--- src/rtl/coset_kgen_pkg.sv ---
// Package: shared sizing for the seeded coset kernel builder.
// Assumes two-bit symbols whose upper bit is never changed by the encoder.
package coset_kgen_pkg;
    localparam int SYM_W    = 2;   // bits per cell symbol
    localparam int NUM_SYM  = 32;  // symbols per input word
    localparam int KER_W    = 16;  // bits per kernel
    localparam int MASK_W   = 2;   // width of one repeating mask slice
    localparam int WORD_W   = SYM_W * NUM_SYM;
    localparam int NUM_BASE = NUM_SYM / KER_W;
    localparam int NUM_MASK = 2 ** (MASK_W - 1);  // top mask bit kept zero
    localparam int NUM_KER  = NUM_BASE * NUM_MASK;
endpackage

--- src/rtl/coset_hi_gather.sv ---
// Module: coset_hi_gather
// Collects the upper digit of each symbol into one packed vector.
// Assumes symbol k sits at bits SYM_W*k+SYM_W-1 .. SYM_W*k of the word.
module coset_hi_gather
    import coset_kgen_pkg::*;
#(
    parameter int N_SYM = NUM_SYM
) (
    input  logic [SYM_W*N_SYM-1:0] word_i,
    output logic [N_SYM-1:0]       hi_o
);
    // One bit per symbol: pick its upper digit.
    for (genvar k = 0; k < N_SYM; k++) begin : g_sym
        assign hi_o[k] = word_i[SYM_W*k + SYM_W - 1];
    end
endmodule

--- src/rtl/coset_mask_lane.sv ---
// Module: coset_mask_lane
// XORs one base vector with a fixed mask repeated over every slice.
// Assumes KER_W is a multiple of MASK_W; the mask top bit is zero.
module coset_mask_lane
    import coset_kgen_pkg::*;
#(
    parameter int            W    = KER_W,
    parameter logic [MASK_W-1:0] MASK = '0
) (
    input  logic [W-1:0] base_i,
    output logic [W-1:0] ker_o
);
    localparam int N_SLICE = W / MASK_W;

    // Each slice of the base vector receives the same mask.
    for (genvar s = 0; s < N_SLICE; s++) begin : g_slice
        assign ker_o[MASK_W*s +: MASK_W] = base_i[MASK_W*s +: MASK_W] ^ MASK;
    end
endmodule

--- src/rtl/coset_kernel_gen.sv ---
// Module: coset_kernel_gen (top)
// Builds NUM_KER kernels from the upper symbol digits of the input word.
// Kernel index = base*NUM_MASK + mask; mask value equals its index.
// Purely combinational; assumes the caller registers the word if needed.
module coset_kernel_gen
    import coset_kgen_pkg::*;
(
    input  logic [WORD_W-1:0]        word_i,
    output logic [NUM_KER*KER_W-1:0] kernels_o
);
    logic [NUM_SYM-1:0] hi_bits;

    // Gather seed material from the untouched upper digits.
    coset_hi_gather #(.N_SYM(NUM_SYM)) u_gather (
        .word_i (word_i),
        .hi_o   (hi_bits)
    );

    // One lane per (base, mask) pair, ordered base-major.
    for (genvar b = 0; b < NUM_BASE; b++) begin : g_base
        for (genvar m = 0; m < NUM_MASK; m++) begin : g_mask
            coset_mask_lane #(
                .W    (KER_W),
                .MASK (MASK_W'(m))
            ) u_lane (
                .base_i (hi_bits[KER_W*b +: KER_W]),
                .ker_o  (kernels_o[KER_W*(b*NUM_MASK+m) +: KER_W])
            );
        end
    end
endmodule

--- config.mk ---
export PLATFORM = sky130hd
export DESIGN_NAME = coset_kernel_gen
export DESIGN_NICKNAME = d
export VERILOG_FILES = /design/src/rtl/coset_kgen_pkg.sv /design/src/rtl/coset_hi_gather.sv /design/src/rtl/coset_mask_lane.sv /design/src/rtl/coset_kernel_gen.sv
export SDC_FILE = /design/constraint.sdc
export NUM_CORES = 1
export LEC_CHECK = 0
export BUFFER_PORTS_ARGS = -buffer_cell sky130_fd_sc_hd__buf_2
export CORE_AREA = 2 2 50 52
export DETAILED_ROUTE_END_ITERATION = 8
export DIE_AREA = 0 0 52 54
export PLACE_DENSITY = 0.8
export SLEW_MARGIN = 0
export SYNTH_ARGS = -nofsm -noshare
export SYNTH_HDL_FRONTEND = slang
export SYNTH_SLANG_ARGS = --single-unit
--- constraint.sdc ---
create_clock -name vclk -period 0.8
set_input_delay 0.2 -clock vclk [all_inputs]
set_output_delay 0.2 -clock vclk [all_outputs]
set_load 0.005 [all_outputs]
==> reports/metrics.yaml, run 1 <==
outcome:
  status: "completed"
finish:
  final_cell_mix: "buf_2, inv_1"
  areaGrowthSynthToFinish_pct: -19.6
  seq_area_um2: 0
  multiInputGateArea_um2: 0
  num-clock-buffers: 0
  drive_gt1_share_pct: 75.0
  final_nets: 130
  fillers: 274
  diodes: 0
  final_common_cell: "buf_2"
  seq_cell_count: 0
  nMultiInputCombCells: 0
floorplanning:
  initial_core_util_pct: 18.1
  io-pin-count: 128
  core_region_area_um2: 2320
  dieArea_um2: 2810
  die_w_um: 52
  rows: 18
  die_h_um: 54
global_route:
  grt_pass1_vias: 187
  antenna_found_initial: 0
  overflow: 0
  grt_pass1_wl_um: 710
  grt_max_degree: 3
  grt_use_total_pct: 3.25
power_and_ir_drop:
  power.internal_w: 0.0000867
  p_total_w: 0.000147
  seq_power_share_pct: 0
  leakagePower_nw: 0.274
  p_switching_w: 0.0000606
  pwr-share-clk_pct: 0
  sw_frac_of_total_pct: 41.2
  ir_worst_vdd_mv: 0.0909
  power_density_nw_per_um2: 436
  p_comb_share_pct: 100.0
detailed_routing:
  ant_nets: 0
  first_pass_iters: 1
  drcViolationCount: 0
  routedWlPerCell_um: 6.88
  viasPerCell: 3.04
  wl_um: 647
  drtIter0Drc: 0
  vias: 286
critical_path:
  start_kind: "input port"
  cp_slowest_cell: "buf_2"
  path_cells: "buf_2 > inv_1 > buf_2"
  slowest_delay_ps: 100
  worstPathRequired_ps: 600
  critPathCaptureType: "primary output"
  crit_start: "word_i[13]"
  crit_path_end: "kernels_o[22]"
  criticalPathCategory: "in2out"
  path_max_fanout: 2
  crit_top_cell: "buf_2"
  arrival_ps: 440
yosys:
  yosysWarnings: 0
  synth.top_cell.area_share_pct: 85.7
  synth_cell_types: 2
  yosysTopAreaCell: "buf_4"
  syn-num-nets: 128
  syn_avg_cell_area_um2: 6.57
  synthesis.area_um2: 420
  netlist_instances: 64
  seq_area_frac_synth_pct: 0
  synthTopCellsByArea: "buf_4, inv_1"
sta:
  fin_tns_setup_ps: 0
  holdWs_ps: 400
  rsz0062_at_grt: "no"
  min_period_over_period_pct: 79.7
  finalHoldViolCount: 0
  setup_slack_ps: 162
  timing.fmax_mhz: 1570
  tightest_slew_ps: 38.9
  relSlewSlack_pct: 97.4
  slew_viol_final: 0
  finalSetupViolCount: 0
  period_needed_ps: 638
job:
  maxCapViolations: 0
clock_network:
  ctsHoldBuffers: 0
  ctsResizeCount: 0
  cts_setup_buffers: 0
place:
  dp_slack_ps: 159
  portBuffers: 48
  gp_congestion: 0.433
  dp.final_hpwl_um: 601
worst_hold_path:
  hp-class: "in2out"
==> Yosys cell counts <==
master and n:
buf_4 48, inv_1 16
==> worst min-delay path by stage <==
stage,start,endpoint,slack (ps),cells past startpoint
final,word_i[3],kernels_o[1],400,0
after CTS,word_i[11],kernels_o[21],400,0
after global placement,word_i[11],kernels_o[21],400,0
after detailed placement,word_i[11],kernels_o[21],400,0
after global routing,word_i[15],kernels_o[7],400,0
after floorplan,word_i[1],kernels_o[16],430,1
==> power by group through the flow <==
stage          logic (W)  clock network [W]  registers [W]
6_report        0.000147                  0              0
5_1_grt         0.000172                  0              0
4_1_cts         0.000151                  0              0
3_5_place_dp    0.000150                  0              0
3_3_place_gp    0.000148                  0              0
2_1_floorplan   0.000217                  0              0
==> critical path: cells and delay by family <==
family / cells / cell delay (ps)
buf+inv: 3 / 240
==> logic make-up after synthesis <==
kind of cell           count (synthesis)  synth area share, %
buffers and inverters                 64                  100
==> through the flow <==
step                      util (%)  area, µm²  instances
after floorplan                  -        420         64
after global placement        14.6        338         94
after detailed placement      14.6        338         94
after CTS                     14.6        338         94
after global routing          14.6        338         94
final                         14.6        338         94
==> area by class of cell <==
class / instances / area [µm²] / share of cell area (%)
well taps: 30 / 37.5 / 11.1
inverters: 16 / 60.1 / 17.8
repair buffers: 48 / 240 / 71.1
==> routing by layer <==
metal / global-route usage [%] / vias to the layer above / part of all wire [%]
li1: - / 128 / -
met1: 0.817 / 101 / 12
met2: 6.54 / 39 / 40
met5: 0 / - / 0
met3: 1.94 / 18 / 36
met4: 5.70 / 0 / 11
Note: power is estimated with default switching activity, not from simulation.
==> inputs of run 2 (changes only) <==
--- a/config.mk
+++ b/config.mk
@@ -6,10 +6,11 @@
 export NUM_CORES = 1
 export LEC_CHECK = 0
 export BUFFER_PORTS_ARGS = -buffer_cell sky130_fd_sc_hd__buf_2
-export CORE_AREA = 2 2 50 52
+export CORE_ASPECT_RATIO = 1.1
+export CORE_MARGIN = 2
+export CORE_UTILIZATION = 20
 export DETAILED_ROUTE_END_ITERATION = 8
-export DIE_AREA = 0 0 52 54
-export PLACE_DENSITY = 0.8
+export PLACE_DENSITY = 0.85
 export SLEW_MARGIN = 0
 export SYNTH_ARGS = -nofsm -noshare
 export SYNTH_HDL_FRONTEND = slang
==> reports/metrics.yaml, run 2 (synthesized netlist as in run 1, its figures left out) <==
finish:
  seq_cell_count: 0  # unchanged
  final_common_cell: "buf_2"
  final_nets: 130  # unchanged
  final_cell_mix: "buf_2, inv_1"
  seq_area_um2: 0  # unchanged
  drive_gt1_share_pct: 75.0  # unchanged
  diodes: 0  # unchanged
  areaGrowthSynthToFinish_pct: -20.2
  num-clock-buffers: 0  # unchanged
  multiInputGateArea_um2: 0  # unchanged
  nMultiInputCombCells: 0  # unchanged
sta:
  slew_viol_final: 0  # unchanged
  timing.fmax_mhz: 1560  # -0.73%
  tightest_slew_ps: 43.9  # +4.97 ps
  min_period_over_period_pct: 80.3  # +0.59 points
  period_needed_ps: 643  # +4.69 ps
  holdWs_ps: 400  # unchanged
  finalSetupViolCount: 0  # unchanged
  fin_tns_setup_ps: 0  # unchanged
  rsz0062_at_grt: "no"
  finalHoldViolCount: 0  # unchanged
  relSlewSlack_pct: 97.1  # -0.33 points
critical_path:
  cp_slowest_cell: "buf_2"
  crit_buf_inv: 3  # unchanged
  crit_top_cell: "buf_2"
  criticalPathCategory: "in2out"
  start_kind: "input port"
  critPathTopFamily: "buffers and inverters"
  worstPathRequired_ps: 600  # about the same
  path_cells: "buf_2 > inv_1 > buf_2"
  critPathCaptureType: "primary output"
  slowest_delay_ps: 100  # about the same
  path_max_fanout: 2  # unchanged
  arrival_ps: 440  # about the same
worst_hold_path:
  hp-class: "in2out"
  hold_path.startpoint: "word_i[3]"
  min_to: "kernels_o[1]"
  min_path_cells: 0  # unchanged
power_and_ir_drop:
  sw_frac_of_total_pct: 41.4  # +0.26 points
  p_switching_w: 0.0000613  # +1.1%
  power_density_nw_per_um2: 441  # +1.2%
  pwr-share-clk_pct: 0  # unchanged
  power.internal_w: 0.0000867  # about the same
  p_total_w: 0.000148  # +0.46%
  p_comb_share_pct: 100.0  # about the same
  ir_worst_vdd_mv: 0.0691  # -24%
  seq_power_share_pct: 0  # unchanged
  leakagePower_nw: 0.274  # unchanged
global_route:
  antenna_found_initial: 0  # unchanged
  grt_pass1_vias: 149  # -20%
  grt_max_degree: 3  # unchanged
  grt_use_total_pct: 3.04  # -0.21 points
  grt_pass1_wl_um: 586  # -17%
  overflow: 0  # unchanged
detailed_routing:
  ant_nets: 0  # unchanged
  routedWlPerCell_um: 6.75  # -1.9%
  first_pass_iters: 2  # +1
  drcViolationCount: 0  # unchanged
  drtIter0Drc: 1  # +1
  vias: 270  # -5.6%
  wl_um: 621  # -4.0%
  viasPerCell: 2.93  # -3.5%
place:
  portBuffers: 48  # unchanged
  gp_congestion: 0.431  # -0.55%
  dp.final_hpwl_um: 548  # -8.8%
floorplanning:
  dieArea_um2: 2490  # -11%
  io-pin-count: 128  # unchanged
  rows: 17  # -1
  core_region_area_um2: 2000  # -14%
  die_w_um: 47.7  # -8.2%
  initial_core_util_pct: 21.0  # +2.9 points
  die_h_um: 52.1  # -3.5%
outcome:
  status: "completed"
clock_network:
  ctsResizeCount: 0  # unchanged
  ctsHoldBuffers: 0  # unchanged
  cts_setup_buffers: 0  # unchanged
job:
  maxCapViolations: 0  # unchanged
run 2: cell counts in the layout (fill, tap and decap cells not counted):
Identical to the previous run, type by type.
run 2: power groups by stage:
stage	Combinational, W	Sequential (W)	Clock, W
floorplan	0.000217	0	0
global placement	0.000146	0	0
detailed placement	0.000150	0	0
CTS	0.000150	0	0
global route	0.000173	0	0
finish	0.000148	0	0
run 2: worst max-delay path by stage:
stage                     startpoint       endpoint  slack, ps  depth (start not counted)
after floorplan            word_i[1]   kernels_o[0]        290                          1
after global placement    word_i[25]  kernels_o[28]        160                          3
after detailed placement  word_i[25]  kernels_o[28]        160                          3
after CTS                 word_i[25]  kernels_o[28]        160                          3
after global routing      word_i[49]  kernels_o[56]        110                          3
final                     word_i[13]  kernels_o[22]        160                          3
run 2: area by class of cell:
| type | instances | area, µm² |
|---|---|---|
| tap | 28 | 35.0 |
| fill | 240 | 1660 |
| inverter | 16 | 60.1 |
| timing repair buffer | 48 | 240 |
run 2: metrics by stage:
step / utilization (%) / cell area [µm²] / setup slack, ps / std cells
finish: 16.8 / 335 / 157 / 92
global route: 16.8 / 335 / 114 / 92
CTS: 16.8 / 335 / 155 / 92
detailed placement: 16.8 / 335 / 157 / 92
global placement: 16.8 / 335 / 162 / 92
floorplan: - / 420 / 289 / 64
run 2: metal layers:
metal	vias up	part of all wire, %	track usage, %
met5	-	0	0
met4	0	9.3	4.50
met1	88	21	1.03
met2	40	39	5.56
li1	129	-	-
met3	13	31	1.74
